<file path="config.mk">
export PLATFORM = sky130hd
export DESIGN_NAME = mdio_frame_ctrl
export DESIGN_NICKNAME = d
export VERILOG_FILES = /design/src/rtl/mdio_pkg.sv /design/src/rtl/mdio_clkgen.sv /design/src/rtl/mdio_shifter.sv /design/src/rtl/mdio_frame_ctrl.sv
export SDC_FILE = /design/constraint.sdc
export NUM_CORES = 1
export LEC_CHECK = 0
export ABC_CLOCK_PERIOD_IN_PS = 4700
export BUFFER_PORTS_ARGS = -buffer_cell sky130_fd_sc_hd__buf_2
export CORE_ASPECT_RATIO = 0.6
export CORE_MARGIN = 4
export CORE_UTILIZATION = 35
export CTS_BUF_LIST = sky130_fd_sc_hd__clkbuf_8
export CTS_CLUSTER_DIAMETER = 30
export DETAILED_ROUTE_END_ITERATION = 10
export GPL_TIMING_DRIVEN = 0
export PLACE_DENSITY = 0.54
export RECOVER_POWER = 50
export SLEW_MARGIN = 10
export SYNTH_ARGS = -nofsm -noshare
export SYNTH_HDL_FRONTEND = slang
export SYNTH_SLANG_ARGS = --single-unit
</file>
<file path="constraint.sdc">
create_clock -name clk -period 4.7 [get_ports clk]
set_clock_uncertainty 0.1 [all_clocks]
set_input_delay 0 -clock clk [delete_from_list [all_inputs] [get_ports clk]]
set_output_delay 0 -clock clk [all_outputs]
set_load 0.02 [all_outputs]
</file>
<file path="src/rtl/mdio_pkg.sv">
package mdio_pkg;
  localparam int FRAME_W = 32;
  localparam int DATA_W  = 16;
  localparam int HDR_W   = FRAME_W - DATA_W - 2;  // start, opcode, addresses
  localparam int DIV_W   = 8;
  localparam int SEL_W   = 3;
  localparam logic [1:0] OP_READ = 2'b10;

  function automatic logic [DIV_W-1:0] div_ratio(input logic [SEL_W-1:0] sel);
    logic [DIV_W-1:0] r;
    case (sel)
      3'd0:    r = 8'd8;
      3'd1:    r = 8'd16;
      3'd2:    r = 8'd32;
      3'd3:    r = 8'd48;
      3'd4:    r = 8'd64;
      3'd5:    r = 8'd96;
      3'd6:    r = 8'd128;
      default: r = 8'd224;
    endcase
    return r;
  endfunction
endpackage

</file>
<file path="src/rtl/mdio_clkgen.sv">
module mdio_clkgen #(
  parameter int CNT_W = 8
) (
  input  logic             clk,
  input  logic             rst_n,
  input  logic             run,
  input  logic [CNT_W-1:0] ratio,
  output logic             mdc,
  output logic             rise_stb,
  output logic             fall_stb
);
  logic [CNT_W-1:0] cnt;
  logic [CNT_W-1:0] half, half_m1, last;

  assign half    = ratio >> 1;
  assign half_m1 = half - 1'b1;
  assign last    = ratio - 1'b1;

  assign rise_stb = run && (cnt == half_m1);
  assign fall_stb = run && (cnt == last);

  always_ff @(posedge clk or negedge rst_n) begin
    if (!rst_n) begin
      cnt <= '0;
      mdc <= 1'b0;
    end else if (!run) begin
      cnt <= '0;
      mdc <= 1'b0;
    end else if (fall_stb) begin
      cnt <= '0;
      mdc <= 1'b0;
    end else begin
      cnt <= cnt + 1'b1;
      if (rise_stb) mdc <= 1'b1;
    end
  end

  // MDC stays low through the first half of each period
  a_r3_low_first_half: assert property (@(posedge clk) disable iff (!rst_n)
    (run && cnt < half) |-> !mdc);
  // MDC rises exactly at the midpoint count
  a_r4_rise_at_half: assert property (@(posedge clk) disable iff (!rst_n)
    (run && $rose(mdc)) |-> (cnt == half));
endmodule

</file>
<file path="src/rtl/mdio_shifter.sv">
module mdio_shifter
  import mdio_pkg::*;
#(
  parameter int PRE_LEN = 32
) (
  input  logic                clk,
  input  logic                rst_n,
  input  logic                load,
  input  logic                abort,
  input  logic [FRAME_W-1:0]  word,
  input  logic                rise_stb,
  input  logic                fall_stb,
  input  logic                mdio_i,
  output logic                busy,
  output logic                is_read,
  output logic                finish,
  output logic                oe,
  output logic                bit_o,
  output logic [DATA_W-1:0]   rdata
);
  localparam int SH_W  = PRE_LEN + FRAME_W;
  localparam int K_W   = $clog2(SH_W + 1);
  localparam logic [K_W-1:0] K_TOTAL = K_W'(SH_W);
  localparam logic [K_W-1:0] K_TA    = K_W'(PRE_LEN + HDR_W);
  localparam logic [K_W-1:0] K_DATA  = K_W'(PRE_LEN + HDR_W + 2);

  logic [SH_W-1:0] sh;
  logic [K_W-1:0]  k;
  logic            in_data;

  assign in_data = (k >= K_DATA) && (k < K_TOTAL);
  assign finish  = busy && !abort && fall_stb && (k == K_TOTAL);
  assign oe      = busy && (k < K_TOTAL) && !(is_read && (k >= K_TA));
  assign bit_o   = sh[SH_W-1];

  always_ff @(posedge clk or negedge rst_n) begin
    if (!rst_n) begin
      sh      <= '0;
      k       <= '0;
      busy    <= 1'b0;
      is_read <= 1'b0;
      rdata   <= '0;
    end else if (load) begin
      sh      <= {{PRE_LEN{1'b1}}, word};
      k       <= '0;
      busy    <= 1'b1;
      is_read <= (word[FRAME_W-3:FRAME_W-4] == OP_READ);
    end else if (busy) begin
      if (abort) begin
        busy <= 1'b0;
      end else begin
        if (rise_stb && is_read && in_data)
          rdata <= {rdata[DATA_W-2:0], mdio_i};
        if (fall_stb) begin
          sh <= sh << 1;
          if (k == K_TOTAL) busy <= 1'b0;
          else              k <= k + 1'b1;
        end
      end
    end
  end

  // the shift register moves only on an MDC falling edge
  a_r3_shift_on_fall: assert property (@(posedge clk) disable iff (!rst_n)
    (busy && !fall_stb && !load) |=> $stable(sh));
  // once a read has released MDIO it stays released to frame end
  a_r6_release_holds: assert property (@(posedge clk) disable iff (!rst_n)
    (busy && is_read && !oe) |=> (!busy || !oe));
endmodule

</file>
<file path="src/rtl/mdio_frame_ctrl.sv">
module mdio_frame_ctrl
  import mdio_pkg::*;
#(
  parameter int PRE_LEN = 32
) (
  input  logic               clk,
  input  logic               rst_n,
  input  logic               port_en,
  input  logic [SEL_W-1:0]   div_sel,
  input  logic               mnt_wr,
  input  logic [FRAME_W-1:0] mnt_wdata,
  output logic [FRAME_W-1:0] mnt_word,
  output logic               idle,
  output logic               mdc,
  output logic               mdio_o,
  output logic               mdio_oe,
  input  logic               mdio_i
);
  logic              busy, finish, is_read, accept;
  logic              mdc_q, rise_stb, fall_stb, oe_raw, bit_raw;
  logic [DATA_W-1:0] rdata;
  logic [SEL_W-1:0]  div_q;
  logic [FRAME_W-1:0] word_q;

  assign accept = mnt_wr && port_en && !busy;

  always_ff @(posedge clk or negedge rst_n) begin
    if (!rst_n) begin
      word_q <= '0;
      div_q  <= '0;
    end else if (accept) begin
      word_q <= mnt_wdata;
      div_q  <= div_sel;
    end else if (finish && is_read) begin
      word_q[DATA_W-1:0] <= rdata;
    end
  end

  mdio_clkgen #(.CNT_W(DIV_W)) u_clkgen (
    .clk      (clk),
    .rst_n    (rst_n),
    .run      (busy && port_en),
    .ratio    (div_ratio(div_q)),
    .mdc      (mdc_q),
    .rise_stb (rise_stb),
    .fall_stb (fall_stb)
  );

  mdio_shifter #(.PRE_LEN(PRE_LEN)) u_shifter (
    .clk      (clk),
    .rst_n    (rst_n),
    .load     (accept),
    .abort    (!port_en),
    .word     (mnt_wdata),
    .rise_stb (rise_stb),
    .fall_stb (fall_stb),
    .mdio_i   (mdio_i),
    .busy     (busy),
    .is_read  (is_read),
    .finish   (finish),
    .oe       (oe_raw),
    .bit_o    (bit_raw),
    .rdata    (rdata)
  );

  assign mnt_word = word_q;
  assign idle     = !busy;
  assign mdc      = mdc_q && port_en;
  assign mdio_oe  = oe_raw && port_en;
  assign mdio_o   = mdio_oe && bit_raw;

  // a frame starts only from an enabled write
  a_r2_start_from_write: assert property (@(posedge clk) disable iff (!rst_n)
    $rose(busy) |-> $past(mnt_wr && port_en));
  // a write during a frame leaves the register alone
  a_r7_busy_write_dropped: assert property (@(posedge clk) disable iff (!rst_n)
    (busy && mnt_wr && !finish) |=> $stable(mnt_word));
  // the port is idle right after the final period
  a_r8_idle_after_finish: assert property (@(posedge clk) disable iff (!rst_n)
    finish |=> idle);
  // disabling the port ends a frame on the next cycle
  a_r9_abort_to_idle: assert property (@(posedge clk) disable iff (!rst_n)
    (busy && !port_en) |=> idle);
endmodule

</file>
### Yosys cells after proc, flatten, opt, wreduce, memory -nomap -nowiden

Cells that the tools add are included.

* memories kept: 0
* register bits after elaboration: 133
* word-level logic and storage cells: 79
* memory bits (writable): 0
* memory bits (read-only): 0
* bits in latches: 0
* output and inout bits: 36
* bits of input ports: 40

* shifts and indexed selects: 0
* multiplexer cells: 22
* equality and inequality tests: 12
* bitwise logic cells: 1
* reductions and logical operators: 27
* divide/modulo/power cells: 0
* order comparisons: 3
* $mul: 0
* add/subtract/negate cells: 4

Operators by type and width (number)
* $mux W64: 4
* $pmux W8 S7: 1
* $mux W7: 5
* $mux W16: 2
* $logic_and A1 B1 Y1: 17
* $eq A8 B8 Y1: 2
* $mux W8: 2
* $ge A7 B6 Y1 const B: 2
* $eq A3 B3 Y1 const B: 3
* $add A8 B1 Y8 const B: 1
* $mux W1: 8
* $reduce_and A4 Y1: 2
* $reduce_bool A2 Y1: 4
* $sub A7 B1 Y8 const B: 1
* $sub A8 B1 Y8 const B: 1
* $add A7 B1 Y7 const B: 1
* $eq A7 B7 Y1 const B: 1
* $lt A7 B7 Y1 const B: 1
* $eq A3 B2 Y1 const B: 2
* $eq A3 B1 Y1 const B: 1
* $logic_not A3 Y1: 1
* $ne A3 B1 Y1 const B: 1
* $reduce_and A3 Y1: 1
* $eq A2 B2 Y1 const B: 1
* other kinds (3): 4

### Logic depth before layout (Yosys ltp)

Gate-level depths: netlist of run 1.

* word-level depth: 10
* depth in mapped cells: 12
* depth with buffers taken out: 9

### Modules after synthesis

A second synthesis of run 1 with hierarchy kept.

* cells, all modules: 617
* area total of the unflattened synthesis: 6711.4 sq um

By module, submodules not included
* mdio_shifter: instances 1, area an instance 3980.1 sq um, cells each 370, seq. area each 2227.1 sq um
* mdio_frame_ctrl: instances 1, area an instance 1831.8 sq um, cells each 147, seq. area each 875.8 sq um
* mdio_clkgen: instances 1, area an instance 899.6 sq um, cells each 100, seq. area each 225.2 sq um

### Worst setup path after synthesis of run 1

No wires, ideal clock.

* kind: register -> register
* from: reg div_q[1]
* to: reg u_shifter.sh[29]
* stages on the path, launching flop included: 13
* buffers on the path: 3
* library setup time: 0.132 ns
* period minus slack after synthesis: 2.596 ns
* required time: 4.468 ns
* data arrival time: 2.364 ns
* slack: 2.104 ns
* cell sequence: dfrtp_1 > buf_6 > nor3_2 > inv_2 > ha_1 > nand2b_1 > xnor2_1 > or3_1 > a211oi_2 > buf_4 > buf_6 > mux2i_1 > o21ai_1

* cells in the longest elaborated chain, start to end: 7
* elaborated cells between the ends (all ways): 13
* those cells by class: 1 x add/sub; 7 x eq/ne; 1 x mux; 4 x reduce/logical

Ends and longest elaborated chain
* start: declaration: RTL line mdio_frame_ctrl.sv:22 `logic [SEL_W-1:0] div_q;`
* start signal: assignment: RTL line mdio_frame_ctrl.sv:33 `div_q <= div_sel;`
* $eq A3 B3 Y1, or another cell as far along: RTL line mdio_pkg.sv:11 `case (sel)`
* $pmux W8 S7 *: RTL line mdio_pkg.sv:11
* $sub A8 B1 Y8 *: RTL line mdio_clkgen.sv:17 `assign last = ratio - 1'b1;`
* $eq A8 B8 Y1 *: RTL line mdio_clkgen.sv:20 `assign fall_stb = run && (cnt == last);`
* $logic_and A1 B1 Y1 *: RTL line mdio_clkgen.sv:20
* $reduce_bool A2 Y1 (no line) *
* $reduce_and A3 Y1 (no line) *
* end signal: assignment: RTL line mdio_shifter.sv:44 `sh <= {{PRE_LEN{1'b1}}, word};`
* end signal: assignment: RTL line mdio_shifter.sv:55 `sh <= sh << 1;`
* end: declaration: RTL line mdio_shifter.sv:27 `logic [SH_W-1:0] sh;`

Every way passes the cells marked *; elsewhere a longest branch is shown, timed or not.
A chain may end at the register's enable or synchronous reset.

### Worst setup path after layout of run 1

* from: reg div_q[1]
* to: reg word_q[6] (netlist: mnt_word[6])

* cells in the longest elaborated chain, start to end: 9
* elaborated cells between the ends (all ways): 15
* those cells by class: 1 x add/sub; 7 x eq/ne; 1 x mux; 6 x reduce/logical

Ends and longest elaborated chain
* $eq A3 B3 Y1, or another cell as far along: RTL line mdio_pkg.sv:11
* $pmux W8 S7 *: RTL line mdio_pkg.sv:11
* $sub A8 B1 Y8 *: RTL line mdio_clkgen.sv:17
* $eq A8 B8 Y1 *: RTL line mdio_clkgen.sv:20
* $logic_and A1 B1 Y1 *: RTL line mdio_clkgen.sv:20
* $logic_and A1 B1 Y1 * (2 in a row): RTL line mdio_shifter.sv:32 `assign finish = busy && !abort && fall_stb && (k == K_TOTAL);`
* $logic_and A1 B1 Y1 *: RTL line mdio_frame_ctrl.sv:34 `end else if (finish && is_read) begin`
* $reduce_bool A2 Y1 (no line) *
* end signal: assignment: RTL line mdio_frame_ctrl.sv:32 `word_q <= mnt_wdata;`
* end signal: indexed assignment: RTL line mdio_frame_ctrl.sv:35 `word_q[DATA_W-1:0] <= rdata;`
* end: declaration: RTL line mdio_frame_ctrl.sv:23 `logic [FRAME_W-1:0] word_q;`

Marked as above.

==> results of run 1 <==
-- critical path, delay by kind of cell (launching register included) --
kind | cells | cell delay (ns)
AO/OA/AOI/OAI | 2 | 0.68
XOR/XNOR | 1 | 0.07
adder cells (fa/ha/maj) | 1 | 0.30
buffers and inverters | 3 | 0.71
flip-flops | 1 | 0.41
AND/OR/NAND/NOR | 3 | 0.81
-- registers in the layout (all words and copies together), names as in the netlist, 3 cells and up --
signal           flops
u_shifter.sh        64
mnt_word            32
u_shifter.rdata     16
u_clkgen.cnt         8
u_shifter.k          7
div_q                3
-- what timing repair did --
action	CTS	global route
setup endpoints to repair	0	0
hold buffers	41	0
buffers inserted	0	0
endpoints found under the hold margin	204	0
-- final cells by class --
type,count,share of cell area
clock buffers,17,0.0317
multi-input cells,378,0.323
flip-flops and latches,133,0.450
clock inverters,14,0.0242
repair buffers,117,0.100
inverters,6,0.00305
well taps,228,0.0386
plain buffers,35,0.0288
-- metrics by stage --
step                 util  hold slack (ns)
global route        0.449            0.219
floorplan               -           -0.396
global placement    0.402           0.0997
finish              0.449            0.214
CTS                 0.455            0.204
detailed placement  0.404           -0.126
-- per-layer routing --
| layer | share of wire | track usage |
|---|---|---|
| met2 | 0.43 | 0.231 |
| met1 | 0.52 | 0.240 |
| met3 | 0.044 | 0.0322 |
| met5 | 0 | 0 |
| met4 | 0.0099 | 0.0425 |
-- layout by cell type (no fill, tap or decap), types with 4 or more instances in the layout --
master and n:
and3_1 7, buf_2 44, buf_6 7, clkbuf_1 55, clkbuf_8 17, clkinv_4 4
dfrtp_1 133, dlygate4sd3_1 40, ha_1 4, inv_1 5, mux2_2 16, mux2i_1 67
nand2_1 131, nand2b_1 7, nand3_1 22, nor2_1 20, o211ai_1 16, o21ai_0 4
o21ai_1 32, xnor2_1 7, xor2_1 6
-- power by group through the flow --
stage | registers, mW | logic, mW | clock network (mW)
global route | 1.31 | 0.436 | 1.08
global placement | 1.31 | 0.369 | 0
CTS | 1.29 | 0.415 | 1.03
finish | 1.30 | 0.394 | 1.01
detailed placement | 1.32 | 0.385 | 0
floorplan | 1.36 | 0.185 | 0
-- kinds of logic after synthesis --
family,Yosys count,synth area share
compound gates,72,0.0786
fa+ha+maj,4,0.00841
buf+inv,41,0.0395
xor+xnor,13,0.0191
mux,83,0.143
simple gates,206,0.152
flops,133,0.559
-- Yosys cell counts (all sizes together), types with 3 or more instances --
cell type  number  area (µm²)
dfrtp         133        3330
nand2         131         492
mux2i          67         671
o21ai          36         180
nand3          23         120
clkbuf         20        76.3
nor2           20        75.1
mux2           16         180
o211ai         16         120
buf            15         136
and3            7        43.8
nand2b          7        43.8
xnor2           7        61.3
inv             6        22.5
xor2            6        52.6
a211oi          4        45.1
ha              4        50.1
a21oi           3        15.0
a31oi           3        18.8
nand3b          3        22.5
nand4           3        18.8
-- worst paths after layout --
path / from / end / slack (ns) / cells past startpoint
max reg2reg: div_q[1] / mnt_word[6] / 1.48 / 10
min: mnt_wdata[22] / mnt_word[22] / 0.21 / 4
min reg2reg: u_clkgen.cnt[0] / u_clkgen.cnt[0] / 0.35 / 1
max: div_q[1] / mnt_word[6] / 1.48 / 10
min in group asynchronous: rst_n / u_clkgen.cnt[2] / 0.52 / 3
max in group asynchronous: rst_n / u_shifter.sh[55] / 1.49 / 4
==> metrics.cfg, run 1 <==
[layout]
syn2layout_area_growth_pct=24.2
stdcell_area_um2=7390
regArea_um2=3330
final_cells=928
nFillCells=1566
multi_input_area_um2=2390
insertedDiodeCount=0
layout-drive-gt1-share=0.163
final_net_count=732

[sta]
post-route-period-util=0.685
post-route-min-period_ns=3.22
fmax_mhz=310
finalSetupViolations=0
finalHoldViolCount=0
finalMaxSlewViolations=129
max_slew_margin=-0.507
worst_pin_slew_ns=2.26
fin_setup_tns_ns=0
rsz0062_at_grt=no
worst_slack_ns=1.48

[placed_design]
place_area_um2=6650
dp_hpwl_mm=10.0
io_buffers=75
place_congestion=0.829
dp_slack_ns=1.53
place_inst=856

[outcome]
status=finished, violations left
violations=capacitance limit, slew limit

[synth]
synthArstFlopShare=1.00
synth_fp_nets=596
synth.avg_cell_area_um2=10.8
yosysSeqAreaShare=0.559
syn_inst=552
synth_edf_count=0
synthFlopType=dfrtp_1
yosysUniqueCellTypes=47
synthesis.area_um2=5950
synth_warnings=0
yosys_register_bits=133

[routing]
first_iter_violations=345
num_vias=4570
ant_nets=0
drc=0
drt-pass1-iter-count=5
drt-wirelength-per-cell_um=15.9
vias_per_cell=4.92
totalWireLength_mm=14.8

[critical_path]
slowest_delay_ns=0.49
worstPathMaxFanout=10
worstPathArrival_ns=3.41
required_ns=4.89
worstSetupEndpointType=register
worstPathCellList=buf_6 > nor3_2 > inv_2 > ha_1 > nand2b_1 > xnor2_1 > or3_1 > a211oi_2 > clkbuf_1 > o211ai_1
cp-start-kind=register
path_class=register to register
crit_slowest_cell=a211oi_2

[global_route]
grt_usage=0.158
grt_pass1_vias=4617
grt_start_max_net_pins=87
grt-ovfl-total=0
antenna_found_initial=0
grt_pass1_wl_mm=24.2

[power_and_ir_drop]
powerDensity_nw_per_um2=365
swShare=0.291
combPwrFrac=0.146
power_mw=2.70
ir_drop_v=0.000159
clock_power_share=0.374
power_leakage_nw=3.07
p_int_mw=1.92
switching_power_mw=0.785
seqPwrFrac=0.480

[hold_path]
min_path_type=input port to register

[clock_tree]
clockRootBuffer=clkbuf_8
clock_sinks=133
h-tree-depth=4
cts_buffers=17
clk_latency_ns=0.43
cts_resized=0
cts_buffer_depth=2
path_clk_slew_ns=0.09
cts_tree=yes

[floorplanning]
die_y_um=109
io_pins=76
die_w_um=176
start_util=0.362
core_area_um2=16400
dieArea_um2=19200
num_rows=36

[run]
drv_cap=2

Note: power is estimated with default switching activity, not from simulation.
==> run 2, diff against run 1 <==
ABC_AREA = 1   (was default)
ABC_CLOCK_PERIOD_IN_PS = 2850   (was 4700)
PLACE_DENSITY = 0.56   (was 0.54)
clock period = 2.85 ns   (was 4.7 ns; I/O delays follow)
==> run 2 against run 1 <==
Compared with the run above:
- the flow still finishes with violations (capacitance limit, slew limit)
- critical path depth grew 6
- synthesized cell count is 35% higher
- first-iteration DRC count up 43%
- hold slack got worse by 0.13 ns
- total power up 63%
- critical path type unchanged
- largest cell class unchanged
- highest routed layer unchanged
==> metrics.cfg, run 2 <==
[sta]
timing.hold.ws_ns=0.0853
finalHoldViolCount=0
fmax_mhz=373
finalMaxSlewViolations=78
post-route-min-period_ns=2.68
worst_slack_ns=0.169
finalSetupViolations=0
max_slew_margin=-0.359
rsz0062_at_grt=no
post-route-period-util=0.941
worst_pin_slew_ns=2.04

[synth]
synthFlopType=dfrtp_1
yosys.area_share.simple=0.335
synthesis.area_um2=6170
synth_warnings=0
yosys_register_bits=133
synthTopCellsByCount=nand2_1, dfrtp_1, nand3_1, nor2_1, inv_1
synth_edf_count=0
syn_inst=744
yosysSeqAreaShare=0.539
synth_top_family_by_area=simple AND/OR/NAND/NOR gates
synth_top_area_cell=dfrtp_1
synthXorXnorAreaFrac=0.0154
synth.area.mux_share=0
yosysUniqueCellTypes=33
synth_adder_area_share=0.00811
synthArstFlopShare=1.00
synth_top_cells_by_area=dfrtp_1, nand2_1, nand3_1
synth_top_area_share=0.539
synth.avg_cell_area_um2=8.30
synth_fp_nets=788
synth_compound_area_frac=0.0389
synth.most_common_cell=nand2_1

[critical_path]
worstPathMaxFanout=10
worstPathArrival_ns=2.95
ff2ff_path_depth=16
cp-start-kind=register
worstSetupEndpointType=register
required_ns=3.12
path_class=register to register

[routing]
num_vias=5300
drt-wirelength-per-cell_um=15.1
totalWireLength_mm=17.0
vias_per_cell=4.71
drc=0
ant_nets=0
first_iter_violations=493
drt-pass1-iter-count=5

[clock_tree]
clockRootBuffer=clkbuf_8
cts_tree=yes
cts_buffers=17
path_clk_slew_ns=0.08
h-tree-depth=4
clock_sinks=133
clk_latency_ns=0.44
cts_buffer_depth=2

[power_and_ir_drop]
power_leakage_nw=3.67
powerDensity_nw_per_um2=580
ir_drop_v=0.000316
power_mw=4.41

[layout]
final_cell_mix=nand2_1, dfrtp_1, nand3_1, buf_2, clkbuf_1
nFillCells=1746
largest_register_ffs=64
final_common_cell=nand2_1
layout-drive-gt1-share=0.156
final_util=0.442
syn2layout_area_growth_pct=23.3
insertedDiodeCount=0
top_register=u_shifter.sh
final_net_count=923

[outcome]
violations=capacitance limit, slew limit
status=finished, violations left

[floorplanning]
core_area_um2=17200
die_y_um=111
die_w_um=179
num_rows=37
dieArea_um2=19900
start_util=0.358
io_pins=76

[placed_design]
dp_hpwl_mm=12.0
place_congestion=0.849
dp_slack_ns=0.176
io_buffers=75

[run]
drv_cap=1

[hold_path]
min_path_type=input port to register
hold_depth=5

[global_route]
grt_pass1_wl_mm=28.5
grt_start_max_net_pins=79
grt-ovfl-total=0
grt_pass1_vias=5218
antenna_found_initial=0
grt_usage=0.176

run 2: routing by layer:
layer,GRT usage,vias to the layer above,part of all wire
met5,0,-,0
met4,0.0279,0,0.0057
met2,0.227,143,0.37
met3,0.0544,10,0.068
met1,0.287,2462,0.56
li1,-,2685,-
run 2: where the power goes:
group | internal [mW] | switching [mW] | total (mW) | leakage (nW)
clock | 0.690 | 0.813 | 1.50 | 0.166
combinational | 0.253 | 0.496 | 0.749 | 1.90
sequential | 2.06 | 0.106 | 2.16 | 1.61
total | 3.00 | 1.41 | 4.41 | 3.67
run 2: per-stage QoR:
stage	TNS (ns)	cell area, µm²	cells
after CTS	0	7630	1125
final	0	7610	1126
after detailed placement	0	6880	1054
after global routing	0	7610	1126
after floorplan	0	6170	744
after global placement	-37.05	6840	1053
run 2: worst paths after layout:
path | slack (ns) | endpoint | start
setup / recovery | 0.17 | u_shifter.sh[11] | div_q[2]
hold / removal | 0.09 | mnt_word[2] | mnt_wr
setup reg to reg | 0.17 | u_shifter.sh[11] | div_q[2]
hold reg to reg | 0.37 | u_clkgen.cnt[0] | u_clkgen.cnt[0]
max in group asynchronous | 0.86 | mnt_word[22] | rst_n
min in group asynchronous | 0.54 | u_shifter.sh[54] | rst_n
run 2: final cells by class:
class / instances / area (µm²) / share of cell area
Buffer: 39 / 195 / 0.0256
Clock buffer: 17 / 234 / 0.0307
Clock inverter: 15 / 133 / 0.0174
Inverter: 52 / 195 / 0.0256
Multi-Input combinational cell: 520 / 2460 / 0.323
Sequential cell: 133 / 3330 / 0.437
Tap cell: 234 / 293 / 0.0385
Timing Repair Buffer: 116 / 774 / 0.102
run 2: critical path, stage by stage, from the launching register on:
cell and delay (ns):
dfrtp_1 0.42, inv_2 0.11, nand3_2 0.14, ha_1 0.28, inv_1 0.08, o21ai_1 0.06
nand2_1 0.10, nand2_1 0.13, nand2_1 0.10, nand2_1 0.05, nor2_1 0.09, nand2_1 0.12
nor2_4 0.15, buf_12 0.15, buf_2 0.26, nand3_1 0.16, nand3_1 0.13
run 2: kinds of logic after synthesis:
logic type | after synthesis
AO/OA/AOI/OAI | 47
XOR/XNOR | 10
buffers and inverters | 91
AND/OR/NAND/NOR | 459
adder cells (fa/ha/maj) | 4
flip-flops | 133
run 2: what timing repair did:
action,4_1_cts,5_1_grt
setup endpoints to repair,0,12
resized for setup,0,3
setup buffers,0,1
hold buffers,39,0
hold endpoints to repair,147,0
==> run 3, diff against run 2 <==
PLACE_DENSITY = default   (was 0.56)
SYNTH_HIERARCHICAL = 1   (was default)
==> run 3 against run 2 <==
Compared with the run above:
- sequential share of layout area decreased by 4.9 points
- non-clock buffer count rose by 16
- hold slack gained 0.13 ns
- first-iteration DRC count down 2.4%
- critical path type is now input port to register
- worst setup slack improved by 0.025 ns
- the run now ends clean
- wire length rose by 6.8%
==> metrics.cfg, run 3 <==
[outcome]
status=finished clean

[placed_design]
dp_hpwl_mm=12.6
io_buffers=75
place_congestion=0.834
dp_slack_ns=-0.479

[layout]
largest_register_ffs=64
layout-drive-gt1-share=0.172
final_cell_mix=nand2_1, dfrtp_1, inv_1, o21ai_0, nor2_1
final_common_cell=nand2_1
top_register=u_shifter/sh
syn2layout_area_growth_pct=25.4
final_net_count=1059

[critical_path]
cp-start-kind=input port
required_ns=3.12
slowest_delay_ns=0.59
path_class=input port to register
crit_top_cell=buf_2
crit_slowest_cell=dlygate4sd3_1
worstPathArrival_ns=2.93
crit_family=buffers and inverters
path_buf_inv=7
worstPathCellList=dlygate4sd3_1 > buf_2 > nand2_1 > dlygate4sd3_1 > nor2_4 > buf_4 > buf_4 > buf_2 > buf_2 > a22oi_1 > o21ai_0
worst-path-stages=11
ff2ff_path_depth=19
worstSetupEndpointType=register
worstPathMaxFanout=19

[synth]
synth_edf_count=0
yosysUniqueCellTypes=34
synthArstFlopShare=1.00
synth.avg_cell_area_um2=7.94
yosysSeqAreaShare=0.487
syn_inst=861
synthFlopType=dfrtp_1
synth_top_cells_by_area=dfrtp_1, nand2_1, inv_1
synth_top_area_cell=dfrtp_1
synthTopCellsByCount=nand2_1, dfrtp_1, inv_1, o21ai_0, nor2_1
synth.most_common_cell=nand2_1
yosys_register_bits=133
synth_top_area_share=0.487
synth_warnings=6
synthesis.area_um2=6840

[power_and_ir_drop]
seqPwrFrac=0.439
switching_power_mw=1.64
power_mw=5.26
power_leakage_nw=4.27
combPwrFrac=0.218
ir_drop_v=0.000299
clock_power_share=0.343
p_int_mw=3.62
powerDensity_nw_per_um2=613
swShare=0.312

[global_route]
grt_pass1_vias=5643
grt_pass1_wl_mm=29.6
grt_usage=0.171
grt_start_max_net_pins=83
grt-ovfl-total=0
antenna_found_initial=0

[sta]
worst_slack_ns=0.194
rsz0062_at_grt=no
worst_pin_slew_ns=1.30
finalMaxSlewViolations=0
finalSetupViolations=0
post-route-period-util=0.932
timing.hold.ws_ns=0.214
finalHoldViolCount=0
max_slew_margin=0.133
fmax_mhz=377
post-route-min-period_ns=2.66
fin_setup_tns_ns=0

[clock_tree]
cts_tree=yes
clock_sinks=133
path_clk_slew_ns=0.08
cts_buffers=17
clk_latency_ns=0.45
h-tree-depth=4
cts_buffer_depth=2
clockRootBuffer=clkbuf_8

[floorplanning]
num_rows=39
dieArea_um2=21900
io_pins=76
start_util=0.358
core_area_um2=19100
die_y_um=116
die_w_um=188

[routing]
num_vias=5969
drc=0
vias_per_cell=4.61
totalWireLength_mm=18.1
ant_nets=0
drt-pass1-iter-count=5
first_iter_violations=481
drt-wirelength-per-cell_um=14.0

[run]
drv_cap=0

[hold_path]
min_path_type=input port to register
hold_depth=4

==> run 3: tightest hold or removal path, cell delays in order <==
cell and delay [ns]:
dlygate4sd3_1 0.52, buf_2 0.12, nand2_1 0.05, nand2_1 0.05
==> run 3: worst paths after layout <==
kind / from / end / slack, ns
max in group asynchronous: rst_n / div_q[1] / 0.85
hold / removal: mnt_wdata[16] / mnt_word[16] / 0.21
setup / recovery: mnt_wr / u_shifter/sh[24] / 0.19
min in group asynchronous: rst_n / div_q[0] / 0.88
setup reg to reg: div_q[2] / mnt_word[1] / 0.23
hold reg to reg: u_shifter/sh[32] / u_shifter/sh[32] / 0.37
==> run 3: cells by family (layout without fill, tap and decap cells) <==
family	after synthesis	in the layout	share of synthesized area
buf+inv	163	321	0.104
other cells	1	10	0.000548
simple gates	401	401	0.248
compound gates	139	139	0.127
fa+ha+maj	5	5	0.00915
xor+xnor	19	19	0.0243
flops	133	133	0.487
==> run 3: timing repair <==
action                     4_1_cts  5_1_grt
hold buffers                    42        0
resized for setup                9       17
setup endpoints to repair       30       27
hold endpoints to repair       212        0
buffers inserted                 1        8
pin swaps                        1        7
==> run 3: metrics by stage <==
stage / instance area [µm²] / utilization / cells
final: 8570 / 0.448 / 1294
after global routing: 8570 / 0.448 / 1293
after CTS: 8540 / 0.447 / 1286
after detailed placement: 7620 / 0.398 / 1211
after global placement: 7580 / 0.396 / 1210
after floorplan: 6870 / - / 869
==> run 3: final cells by class <==
cell class | instances | area, µm²
sequential | 133 | 3330
buffer | 44 | 288
tap | 266 | 333
fill | 1928 | 10600
clock inverter | 12 | 175
inverter | 118 | 443
antenna | 1 | 2.50
clock buffer | 20 | 275
multi-input combinational | 573 | 2880
timing repair buffer | 127 | 850
==> run 3: layer usage <==
layer	share of wire	GRT usage	vias up
li1	-	-	3007
met1	0.53	0.261	2781
met2	0.40	0.241	162
met3	0.053	0.0376	19
met4	0.015	0.0553	0
met5	0	0	-
==> run 3: power by group through the flow <==
| stage | sequential (mW) | clock (mW) | combinational, mW |
|---|---|---|---|
| 2_1_floorplan | 2.42 | 0 | 0.613 |
| 3_3_place_gp | 2.33 | 0 | 1.04 |
| 3_5_place_dp | 2.33 | 0 | 1.06 |
| 4_1_cts | 2.30 | 1.86 | 1.12 |
| 5_1_grt | 2.34 | 1.93 | 1.31 |
| 6_report | 2.31 | 1.80 | 1.15 |
